--- src/rtl/cmdDecPkg.sv ---
package cmdDecPkg;
  localparam int WORD_W  = 32;
  localparam int SUB_W   = 3;
  localparam int CNT_W   = 13;
  localparam int METH_W  = 15;
  localparam int FIELD_W = 13;

  typedef struct packed {
    logic loadHdr;
    logic advance;
    logic flagBad;
  } ctlStrobeT;

  typedef struct packed {
    logic             bad;
    logic             nonInc;
    logic [CNT_W-1:0] count;
  } hdrInfoT;
endpackage

--- src/rtl/cmdDecPath.sv ---
module cmdDecPath
  import cmdDecPkg::*;
(
  input  logic              clk,
  input  logic              rstN,
  input  logic              newLayout,
  input  logic [WORD_W-1:0] inWord,
  input  ctlStrobeT         ctl,
  output hdrInfoT           hdr,
  output logic [SUB_W-1:0]  wrSubch,
  output logic [METH_W-1:0] wrMethod,
  output logic              errSticky
);
  logic [METH_W-1:0] hdrMeth;
  logic [METH_W-1:0] methReg;
  logic [SUB_W-1:0]  subReg;
  logic              nonIncReg;
  logic              errReg;

  always_comb begin
    hdr     = '0;
    hdrMeth = '0;
    if (!newLayout) begin
      hdr.count  = CNT_W'(inWord[28:18]);
      hdr.nonInc = inWord[30];
      hdr.bad    = inWord[31];
      hdrMeth    = METH_W'({inWord[FIELD_W-1:2], 2'b00});
    end else begin
      hdr.count  = inWord[28:16];
      hdr.nonInc = 1'b0;
      hdr.bad    = (inWord[31:29] != 3'b001);
      hdrMeth    = METH_W'({inWord[FIELD_W-1:0], 2'b00});
    end
  end

  always_ff @(posedge clk) begin
    if (!rstN) begin
      methReg   <= '0;
      subReg    <= '0;
      nonIncReg <= 1'b0;
      errReg    <= 1'b0;
    end else begin
      if (ctl.loadHdr) begin
        methReg   <= hdrMeth;
        subReg    <= inWord[15:13];
        nonIncReg <= hdr.nonInc;
      end else if (ctl.advance && !nonIncReg) begin
        methReg <= methReg + METH_W'(4);
      end
      if (ctl.flagBad) errReg <= 1'b1;
    end
  end

  assign wrSubch   = subReg;
  assign wrMethod  = methReg;
  assign errSticky = errReg;
endmodule

--- src/rtl/cmdDecCtrl.sv ---
module cmdDecCtrl
  import cmdDecPkg::*;
(
  input  logic      clk,
  input  logic      rstN,
  input  logic      inValid,
  input  logic      wrReady,
  input  hdrInfoT   hdr,
  output ctlStrobeT ctl,
  output logic      inReady,
  output logic      wrValid
);
  typedef enum logic {ST_HDR, ST_DATA} stateT;
  stateT            state;
  logic [CNT_W-1:0] remain;
  logic             inData;
  logic             hdrTake;

  always_comb begin
    inData      = (state == ST_DATA);
    wrValid     = inData && inValid;
    inReady     = inData ? wrReady : 1'b1;
    hdrTake     = !inData && inValid;
    ctl.loadHdr = hdrTake && !hdr.bad && (hdr.count != '0);
    ctl.flagBad = hdrTake && hdr.bad;
    ctl.advance = wrValid && wrReady;
  end

  always_ff @(posedge clk) begin
    if (!rstN) begin
      state  <= ST_HDR;
      remain <= '0;
    end else if (ctl.loadHdr) begin
      state  <= ST_DATA;
      remain <= hdr.count;
    end else if (ctl.advance) begin
      remain <= remain - CNT_W'(1);
      if (remain == CNT_W'(1)) state <= ST_HDR;
    end
  end
endmodule

--- src/rtl/cmdStreamDecoder.sv ---
module cmdStreamDecoder
  import cmdDecPkg::*;
(
  input  logic              clk,
  input  logic              rstN,
  input  logic              newLayout,
  input  logic              inValid,
  output logic              inReady,
  input  logic [WORD_W-1:0] inWord,
  output logic              wrValid,
  input  logic              wrReady,
  output logic [SUB_W-1:0]  wrSubch,
  output logic [METH_W-1:0] wrMethod,
  output logic [WORD_W-1:0] wrData,
  output logic              errSticky
);
  ctlStrobeT ctl;
  hdrInfoT   hdr;

  cmdDecCtrl uCtrl (
    .clk(clk), .rstN(rstN), .inValid(inValid), .wrReady(wrReady),
    .hdr(hdr), .ctl(ctl), .inReady(inReady), .wrValid(wrValid)
  );

  cmdDecPath uPath (
    .clk(clk), .rstN(rstN), .newLayout(newLayout), .inWord(inWord),
    .ctl(ctl), .hdr(hdr), .wrSubch(wrSubch), .wrMethod(wrMethod),
    .errSticky(errSticky)
  );

  assign wrData = inWord;
endmodule

--- config.mk ---
export PLATFORM = sky130hd
export DESIGN_NAME = cmdStreamDecoder
export DESIGN_NICKNAME = d
export VERILOG_FILES = /design/src/rtl/cmdDecPkg.sv /design/src/rtl/cmdDecPath.sv /design/src/rtl/cmdDecCtrl.sv /design/src/rtl/cmdStreamDecoder.sv
export SDC_FILE = /design/constraint.sdc
export NUM_CORES = 1
export LEC_CHECK = 0
export ABC_AREA = 1
export BUFFER_PORTS_ARGS = -buffer_cell sky130_fd_sc_hd__buf_2
export CORE_UTILIZATION = 40
export CTS_CLUSTER_DIAMETER = 50
export DETAILED_ROUTE_END_ITERATION = 8
export HOLD_SLACK_MARGIN = 0.1
export PLACE_DENSITY = 0.66
export SYNTH_ARGS = -nofsm -noshare
export SYNTH_HDL_FRONTEND = slang
export SYNTH_SLANG_ARGS = --single-unit
--- constraint.sdc ---
create_clock -name clk -period 2.1 [get_ports clk]
set_input_delay 0.42 -clock clk [delete_from_list [all_inputs] [get_ports clk]]
set_output_delay 0.42 -clock clk [all_outputs]
set_load 0.01 [all_outputs]
==> results.md, run 1 <==
- Synth Area in Adders: under 10%
- Initial Util: approximately two fifths
- Layout cells sized above 1: 23.8%
- H-Tree Depth: 2
- Nets: 526
- Detailed Place HPWL: just over 5 mm
- Die area: about 0.007 mm2
- Ys flop type: dfxtp_1
- Comb power frac: 28.7%
- CP Max Fanout: 19
- Rows: 29
- Hold Crit Class: in2reg
- Reg-to-reg critical path endpoint: uPath.wrMethod[5]$_SDFFE_PN0P_
- Post-Synthesis Cells: between 400 and 500
- DRC violations left: 14
- Synthesis Warnings: 0
- Fin. max-slew vios: 0
- Core Box Area: 0.00642 mm2
- Asr flop ratio synth: 0%
- Port Buffers: 87
- Setup Crit Path Kind: in2reg
- Total clock buffers created by CTS: 5
- Post-route ant nets: 0
- Post-CTS sizing: 0
- Seq pwr share: 38.1%
- Post-synthesis mux area share: ~2.2%
- N_diodes: 0
- Die Ht: ~84 um
- Hold Path Cell Cnt: 3
- R2R depth: 8
- Met3 WL: 253 um
- Fin area: a little over 0.003 mm2
- RSZ-0062 raised after global routing: false
- GRT Util Overall: between 10% and 20%
- Syn_area_per_cell: 6.26 um2
- Min Tclk post-route: 1.84 ns
- RePlAce Congestion: 0.851
- Clock share of power: 33.2%
- Dominant combinational cell family by area after synthesis: simple AND/OR/NAND/NOR gates
- Placed Instance Area: a little under 0.003 mm2
- Netlist Area Pre-Place: 0.00269 mm2
- Psw: approximately 590 uW
- Worst hold endpoint: uPath.wrSubch[1]$_SDFFE_PN0P_
- Count leader, synth: nand2_1
- Int Power: 1220 uW
- Initial antenna violation count: 0
- Vias in the first global route: 2375
- Worst Hold Launch: inWord[14]
- Clk_lat worst skew: ~0.29 ns
- Remaining Overflow, GRT: 0
- R2R Setup Slk: 0.41 ns
- Largest net degree at the start of global routing: 21
- TritonCTS clock tree: yes
- Commonest cells post-synth: nand2_1, inv_1, nor2_1, buf_4, dfxtp_1
- Post-synth top area share: 23.8%
- Drt wl/cell: 11.7 um
- Top layer in use: met4
- Global-route wire length before repair: between 10 and 15 mm
- Setup bufs post-CTS: 0
- Hold Buf Count CTS: 0
- Post-Route WL: between 6 and 7 mm
- Root Buffer: clkbuf_8
- CP required: approximately 2.3 ns
- Area contributors post-synth: dfxtp_1, nand2_1, buf_4, inv_1, nor2_1
- Vias per cell: about 4.7
- FF+latch count, synth: 32
- Critical Path Start Type: input pin
- Hold Vio Cnt, Final: 0
- Synth area leader: dfxtp_1
- Clock transition at path regs: roughly 0.07 ns
- DR iter-0 viols: 129
- Peak supply drop: 0.230 mV
- F_max: about 0.54 GHz
- Layout Skew: 0.00393 ns
- TritonRoute pass-1 iters: 6
- Fillcell total: 713
- Type of element capturing the critical path: flip-flop
- Synth Area in XOR/XNOR: a little under 7%
- Final period util: slightly below 90%
- Met1 WL: 3.02 mm
- Fraction of the mapped netlist area in simple logic gates: between 30% and 40%
- Arrival time at the worst endpoint: 2.02 ns
- Vias: around 2700
- Met2 wire length: between 3 and 4 mm
- Failing checks: DRC
- Seq/Total Area, Yosys: a little under a quarter
- Pwr dens: 591 mW/mm2
- Sw Ratio: ~33%
- Status: finished with violations
- MaxCap Viol Count: 0
- Library cells used by synthesis: 30
- Number of flops mapped to enable cells by yosys: 0
- Reg-to-reg critical path startpoint: uCtrl.inData$_SDFFE_PN0P_
- Clock Sinks: 32
- Finish-stage setup viols: 0
- Post-synthesis compound-gate area fraction: a little under 8%
- CTS max path bufs: 2
- Die width: roughly 84 um
- Area grow syn2layout: 13.6%
- Pleak: ~0.0016 uW
- I/O pins: 90
- Total power draw: between 1500 and 2000 uW
worst max-delay path by stage:
stage                    from                              end  slack [ns]  depth (start not counted)
CTS                 newLayout   uPath.wrMethod[3]$_SDFFE_PN0P_        0.25                         10
global placement    newLayout   uPath.wrMethod[5]$_SDFFE_PN0P_        0.01                         10
detailed placement  newLayout   uPath.wrMethod[3]$_SDFFE_PN0P_       -0.05                         10
global route        newLayout  uPath.wrMethod[11]$_SDFFE_PN0P_        0.07                         10
floorplan           newLayout   uPath.wrMethod[7]$_SDFFE_PN0P_        0.45                         12
finish              newLayout   uPath.wrMethod[5]$_SDFFE_PN0P_        0.26                         10
layout by cell type (no fill, tap or decap):
cell       instances
nand2_4            2
a31oi_1            1
buf_12             1
o21ai_1           14
conb_1             2
dfxtp_1           32
buf_4             10
inv_2              3
clkbuf_8           5
nor2_2             2
nand3_4            1
nand3b_1          10
xnor2_1            5
clkinv_2           1
a21oi_1           11
nor2_1            50
inv_1             50
nor2_4             1
bufinv_16          1
a211oi_1           1
clkbuf_1           1
nor3_1             8
buf_2             87
xor2_1            16
nand4_1            6
nand3_1           31
o21ai_0           13
or2_2              2
mux2i_1            6
o21bai_1           1
ha_1               3
nand2_1          110
final cells by class:
class | instances | area, um2 | share of cell area (%)
Clock buffer | 6 | 72.6 | 2.37
Clock inverter | 2 | 35.0 | 1.15
Inverter | 53 | 199 | 6.50
Multi-Input combinational cell | 296 | 1490 | 48.5
Sequential cell | 32 | 641 | 20.9
Tap cell | 77 | 96.3 | 3.15
Timing Repair Buffer | 98 | 531 | 17.3
flip-flops by register name, indices dropped and copies added, names as in the netlist:
name / count
uCtrl.inData: 1
uPath.errSticky: 1
uPath.nonIncReg: 1
uCtrl.remain: 13
uPath.wrMethod: 13
uPath.wrSubch: 3
per-layer routing:
layer,up-vias,GRT usage [%]
li1,1417,-
met1,1198,24.0
met2,56,33.8
met3,5,3.17
met4,0,4.23
met5,-,0
metrics by stage:
| stage | worst slack, ns | instances | hold slack (ns) | TNS, ns | utilization [%] |
|---|---|---|---|---|---|
| global placement | 0.00989 | 556 | 0.449 | 0 | 46.0 |
| global route | 0.0666 | 564 | 0.409 | 0 | 47.6 |
| detailed placement | -0.0513 | 556 | 0.454 | -0.466 | 46.0 |
| finish | 0.257 | 564 | 0.399 | 0 | 47.6 |
| CTS | 0.246 | 564 | 0.404 | 0 | 47.6 |
| floorplan | 0.451 | 431 | 0.437 | 0 | - |
cells by family (layout without fill, tap and decap cells):
group           count (synthesis)  count (layout)
compound gates                 41              41
fa+ha+maj                       3               3
buf+inv                       103             159
xor+xnor                       21              21
flops                          32              32
other cells                     1               2
simple gates                  223             223
mux                             6               6
critical path, stage by stage:
cell and delay (ns):
buf_2 0.15, inv_2 0.17, o21bai_1 0.10, buf_4 0.15, nor2_4 0.36, nand2_4 0.18
nand2_4 0.21, inv_2 0.12, nor2_1 0.12, nor2_1 0.04
power by group through the flow:
stage	clock [uW]	combinational [uW]	sequential [uW]
after floorplan	0	393	708
after global placement	0	509	703
after detailed placement	0	517	704
after CTS	608	522	690
after global routing	642	581	696
final	601	519	690
(Power assumes the default switching activity.)
==> run 2, diff against run 1 <==
BUFFER_PORTS_ARGS = default   (was -buffer_cell sky130_fd_sc_hd__buf_2)
DONT_BUFFER_PORTS = 1   (was default)
PLACE_DENSITY = default   (was 0.66)
==> run 2 against run 1 <==
Global-route usage decreased by 0.49 points. Fmax increased by 9.5%. Clock power decreased by 25%. Design area decreased by 16%. Hold slack got worse by 0.16 ns. Register-to-register slack about the same. Via count decreased by 12%. Critical path depth unchanged. Non-clock buffer count decreased by 92. The run still ends with DRC left.
==> results.md, run 2 (synthesis results as in run 1) <==
- Nets: 434 (-17%)
- Detailed Place HPWL: 4.74 mm (-7.2%)
- Placed Instance Area: 0.00248 mm2 (-16%)
- Post-Route WL: 6.24 mm (-5.2%)
- Met3 Track Usage GR: 4.55% (+1.4 points)
- MaxCap Viol Count: 0 (unchanged)
- Vias per cell: 5.00 (+5.3%)
- TritonCTS clock tree: yes
- Setup Crit Path Kind: reg2reg
- Pleak: 0.00120 uW (-25%)
- Commonest non-fill, non-tap cell in the layout: nand2_1
- Commonest cells after routing, fill and taps aside: nand2_1, inv_1, nor2_1
- TritonRoute pass-1 iters: 6 (unchanged)
- Initial antenna violation count: 0 (unchanged)
- Drt wl/cell: 13.2 um (+14%)
- Total power draw: 1520 uW (-16%)
- Post-route ant nets: 0 (unchanged)
- Type of element capturing the critical path: flip-flop
- Core Box Area: 0.00642 mm2 (unchanged)
- GRT Util Overall: 18.5% (-0.49 points)
- Clock Sinks: 32 (unchanged)
- Grt met1 use: 24.1% (+0.092 points)
- Die Ht: 84.0 um (unchanged)
- I/O pins: 90 (unchanged)
- Die area: 0.00706 mm2 (unchanged)
- R2R Setup Slk: 0.42 ns (about the same)
- Finish-stage setup viols: 0 (unchanged)
- Critical Path Start Type: flip-flop
- Clock transition at path regs: 0.06 ns (about the same)
- Final period util: 80.2% (-7.6 points)
- F_max: 0.594 GHz (+9.5%)
- Die width: 84.0 um (unchanged)
- Area grow syn2layout: -5.07%
- Vias: 2353 (-12%)
- CTS max path bufs: 2 (unchanged)
- Post-route setup TNS: 0 ns (unchanged)
- Status: finished with violations
- Pwr dens: 595 mW/mm2 (+0.56%)
- Root Buffer: clkbuf_8
- Vias in the first global route: 2177 (-8.3%)
- N_diodes: 0 (unchanged)
- Peak supply drop: 0.282 mV (+22%)
- Hold Buf Count CTS: 0 (unchanged)
- Rows: 29 (unchanged)
- Layout cells sized above 1: 5.84% (-18 points)
- CP max stage cell: dfxtp_1
- Area occupied by multi-input gates: 0.00149 mm2 (unchanged)
- Fin area: 0.00256 mm2 (-16%)
- Remaining Overflow, GRT: 0 (unchanged)
- Global-route wire length before repair: 10.4 mm (-4.3%)
- Min Tclk post-route: 1.68 ns (-0.159 ns)
- Register area: 641 um2 (unchanged)
- Worst path bufs/invs: 1 (-3)
- Initial Util: 41.9% (unchanged)
- Post-CTS sizing: 0 (unchanged)
- Met2 Usage GRT: 29.9% (-3.9 points)
- CP required: 2.28 ns (about the same)
- Top Usage Layer GRT: met2
- Setup bufs post-CTS: 0 (unchanged)
- Total clock buffers created by CTS: 5 (unchanged)
- H-Tree Depth: 2 (unchanged)
- Arrival time at the worst endpoint: 1.86 ns (-0.16 ns)
- DRC violations left: 8 (-6)
- CP Max Fanout: 4 (-15)
- Layout Skew: 0.00520 ns (+0.00126 ns)
- Hold Crit Class: in2reg
- CP cell instances: inv_1, ha_1, nand2_1, nor2_1, nand2_1, xnor2_1, nand2_1, o21ai_1, nor2_1, nor2_1
- Largest net degree at the start of global routing: 31 (+48%)
- Fin. max-slew vios: 0 (unchanged)
- RePlAce Congestion: 0.814 (-4.3%)
- Failing checks: DRC
- DR iter-0 viols: 95 (-26%)
- CP max stage delay: 0.32 ns (-0.04 ns)
- CP delay by family, top: simple AND/OR/NAND/NOR gates
- Clk_lat worst skew: 0.29 ns (about the same)
- Port Buffers: 0 (-100%)
- Hold Vio Cnt, Final: 0 (unchanged)
- Fillcell total: 684 (-4.1%)
- RSZ-0062 raised after global routing: false
==> run 2: worst reg2reg max path: stages, from the launching register on <==
cell and delay [ns]:
dfxtp_1 0.32, inv_1 0.11, ha_1 0.25, nand2_1 0.11, nor2_1 0.29, nand2_1 0.11
xnor2_1 0.14, nand2_1 0.06, o21ai_1 0.06, nor2_1 0.09, nor2_1 0.05
==> run 2: area by class of cell <==
| class | count | area share, % |
|---|---|---|
| multi-input combinational | 296 | 58.1 |
| timing repair buffer | 6 | 2.25 |
| inverter | 53 | 7.78 |
| tap | 77 | 3.77 |
| clock inverter | 1 | 0.196 |
| clock buffer | 6 | 2.84 |
| sequential | 32 | 25.1 |
==> run 2: routing by layer <==
layer / vias up / part of all wire, %
li1: 1233 / -
met4: 0 / 1.4
met3: 7 / 6.2
met1: 1045 / 45
met5: - / 0
met2: 68 / 47
==> run 2: report_power, final <==
| group | internal (uW) | leakage, uW | total, uW | switching, uW |
|---|---|---|---|---|
| registers | 650 | 0.000262 | 707 | 56.8 |
| logic | 150 | 0.000894 | 364 | 214 |
| clock network | 225 | 0.0000410 | 450 | 225 |
| total | 1020 | 0.00120 | 1520 | 496 |
==> run 2: final timing paths <==
check,from,to,cells past startpoint
hold / removal,rstN,uCtrl.remain[11]$_SDFFE_PN0P_,2
setup reg to reg,uCtrl.remain[0]$_SDFFE_PN0P_,uCtrl.remain[12]$_SDFFE_PN0P_,10
hold reg to reg,uCtrl.remain[9]$_SDFFE_PN0P_,uCtrl.remain[9]$_SDFFE_PN0P_,2
setup / recovery,uCtrl.remain[0]$_SDFFE_PN0P_,uCtrl.remain[12]$_SDFFE_PN0P_,10
==> run 2: metrics by stage <==
| step | instances | hold WS (ns) | util [%] | setup slack (ns) |
|---|---|---|---|---|
| after floorplan | 431 | 0.437 | - | 0.451 |
| after global placement | 464 | 0.452 | 38.6 | 0.289 |
| after detailed placement | 464 | 0.473 | 38.6 | 0.221 |
| after CTS | 471 | 0.233 | 39.8 | 0.412 |
| after global routing | 471 | 0.234 | 39.8 | 0.199 |
| final | 471 | 0.237 | 39.8 | 0.417 |
==> run 3, diff against run 2 <==
ABC_AREA = 0   (was 1)
clock period = 1.5 ns   (was 2.1 ns; I/O delays follow)
==> run 3 against run 2 <==
The run ends with setup timing left. Clock skew up 0.0013 ns. Total power up 45%. Synthesized cell count down 36%. Synthesized area down 15%. Worst setup slack lost 0.75 ns. Largest cell class unchanged. Highest routed layer unchanged.
==> results.md, run 3 <==
- Status: finished with violations
- Failing checks: setup timing
- R2R depth: 5 (-5)
- Syn_area_per_cell: 8.22 um2 (+31%)
- Post-route setup slack: -0.337 ns (-0.754 ns)
- Hold Path Cell Cnt: 1 (-1)
- Top Usage Layer GRT: met2
- Post-Synthesis Cells: 277 (-36%)
- Seq/Total Area, Yosys: 28.1% (+4.3 points)
- Initial Util: 41.4% (-0.57 points)
- Core Box Area: 0.00551 mm2 (-14%)
- Finish-stage setup viols: 15 (+15)
- DRC violations left: 0 (-8)
- Rows: 27 (-6.9%)
- RSZ-0062 raised after global routing: true
- CTS max path bufs: 2 (unchanged)
- TritonRoute pass-1 iters: 4 (-2)
- H-Tree Depth: 2 (unchanged)
- Setup Crit Path Kind: reg2reg
- Commonest cells post-synth: buf_4, dfxtp_1, nand2_1, mux2i_1
- GRT Util Overall: 20.2% (+1.6 points)
- Die Ht: 77.5 um (-7.8%)
- Type of element capturing the critical path: flip-flop
- Drt wl/cell: 16.3 um (+23%)
- Library cells used by synthesis: 52 (+73%)
- Global-route wire length before repair: 9.36 mm (-10%)
- Critical Path Start Type: flip-flop
- Layout Skew: 0.00647 ns (+0.00128 ns)
- Area contributors post-synth: dfxtp_1, buf_4, mux2i_1, nand2_1, mux2_2
- Commonest cells after routing, fill and taps aside: buf_4, dfxtp_1, nand2_1
- Total clock buffers created by CTS: 5 (unchanged)
- MaxCap Viol Count: 0 (unchanged)
- F_max: 0.544 GHz (-8.4%)
- Commonest non-fill, non-tap cell in the layout: buf_4
- CP Max Fanout: 2 (-2)
- Met2 Usage GRT: 33.7% (+3.8 points)
- Pwr dens: 795 mW/mm2 (+34%)
- RePlAce Congestion: 0.820 (+0.74%)
- Die area: 0.00600 mm2 (-15%)
- Post-Route WL: 5.95 mm (-4.6%)
- Vias per cell: 5.60 (+12%)
- Vias in the first global route: 1973 (-9.4%)
- Synth area leader: dfxtp_1
- Asr flop ratio synth: 0% (unchanged)
- Clk_lat worst skew: 0.29 ns (about the same)
- Detailed Place HPWL: 4.23 mm (-11%)
- Largest net degree at the start of global routing: 33 (+6.5%)
- Grt met1 use: 24.9% (+0.84 points)
- Count leader, synth: buf_4
- Post-route setup TNS: -2.20 ns (-2.20 ns)
- Arrival time at the worst endpoint: 2.01 ns (+0.15 ns)
- Clock Sinks: 32 (unchanged)
- Number of flops mapped to enable cells by yosys: 0 (unchanged)
- Pleak: 0.00113 uW (-5.8%)
- Clock transition at path regs: 0.07 ns (about the same)
- Fin. max-slew vios: 0 (unchanged)
- Hold Crit Class: in2reg
- Remaining Overflow, GRT: 0 (unchanged)
- Port Buffers: 0 (unchanged)
- Synthesis Warnings: 0 (unchanged)
- Placement Setup Slack: -0.328 ns (-0.548 ns)
- Netlist Area Pre-Place: 0.00228 mm2 (-15%)
- Final period util: 122% (+42 points)
- CP required: 1.68 ns (-0.60 ns)
- Post-synth top area share: 28.1% (+4.3 points)
- I/O pins: 90 (unchanged)
- Peak supply drop: 0.389 mV (+38%)
- Root Buffer: clkbuf_8
- Initial antenna violation count: 0 (unchanged)
- Post-route ant nets: 0 (unchanged)
- Fillcell total: 544 (-20%)
- Ys flop type: dfxtp_1
- DR iter-0 viols: 84 (-12%)
- FF+latch count, synth: 32 (unchanged)
- Vias: 2050 (-13%)
- TritonCTS clock tree: yes
- Die width: 77.5 um (-7.8%)
- Area grow syn2layout: 21.8%
- Hold Vio Cnt, Final: 0 (unchanged)
- Met3 Track Usage GR: 5.88% (+1.3 points)
- Layout cells sized above 1: 33.0% (+27 points)
- Final core occ: 50.4% (+11 points)
- Nets: 333 (-23%)
- Min Tclk post-route: 1.84 ns (+0.154 ns)
- N_diodes: 0 (unchanged)
-- run 3: metrics by stage --
| step | cell area [um2] | total power (uW) | hold slack (ns) | std cells |
|---|---|---|---|---|
| after floorplan | 2340 | 1360 | 0.445 | 278 |
| after global placement | 2480 | 1420 | 0.421 | 350 |
| after detailed placement | 2480 | 1420 | 0.424 | 350 |
| after CTS | 2690 | 2210 | 0.114 | 363 |
| after global routing | 2770 | 2320 | 0.121 | 366 |
| final | 2770 | 2200 | 0.122 | 366 |
-- run 3: power by group --
group	switching [uW]	internal (uW)	total [uW]
Clock	333	374	707
Combinational	240	321	561
Sequential	36.8	900	937
-- run 3: area by class of cell --
cell class	count	area [um2]	share of cell area (%)
Tap cell	72	90.1	3.25
Clock buffer	8	90.1	3.25
Timing Repair Buffer	57	487	17.5
Inverter	3	16.3	0.586
Sequential cell	32	649	23.4
Multi-Input combinational cell	194	1440	52.0
-- run 3: worst max-delay path, stage by stage (launching register included) --
cell      delay, ns
dfxtp_2        0.32
or4_4          0.53
or4_4          0.43
mux2_4         0.27
o21ai_1        0.11
a21boi_1       0.07
-- run 3: worst paths after layout --
path | startpoint | to | slack (ns)
worst min-delay path | rstN | uPath.errSticky$_SDFFE_PN0P_ | 0.12
worst max register to register | uCtrl.remain[3]$_SDFFE_PN0P_ | uCtrl.remain[7]$_SDFFE_PN0P_ | -0.34
worst max-delay path | uCtrl.remain[3]$_SDFFE_PN0P_ | uCtrl.remain[7]$_SDFFE_PN0P_ | -0.34
worst min register to register | uPath.nonIncReg$_SDFFE_PN0P_ | uPath.nonIncReg$_SDFFE_PN0P_ | 0.47
-- run 3: kinds of logic after synthesis --
kind of cell | share of synthesized area [%]
other | 0.165
AND/OR/NAND/NOR | 21.5
AO/OA/AOI/OAI | 19.3
buffers and inverters | 14.6
XOR/XNOR | 4.23
adder cells (fa/ha/maj) | 1.65
flip-flops | 28.1
multiplexers | 10.4
-- run 3: repair_timing --
action	CTS	global route
setup buffers	5	3
hold endpoints to repair	0	0
pin swaps	11	10
resized for setup	21	20
endpoints found under the setup margin	18	30
hold buffers	0	0
-- run 3: layer usage --
layer  up-vias  wire (um)
met5         -          0
met4         0         57
met3         7        269
met2        45       2910
met1       997       2720
li1       1001          -
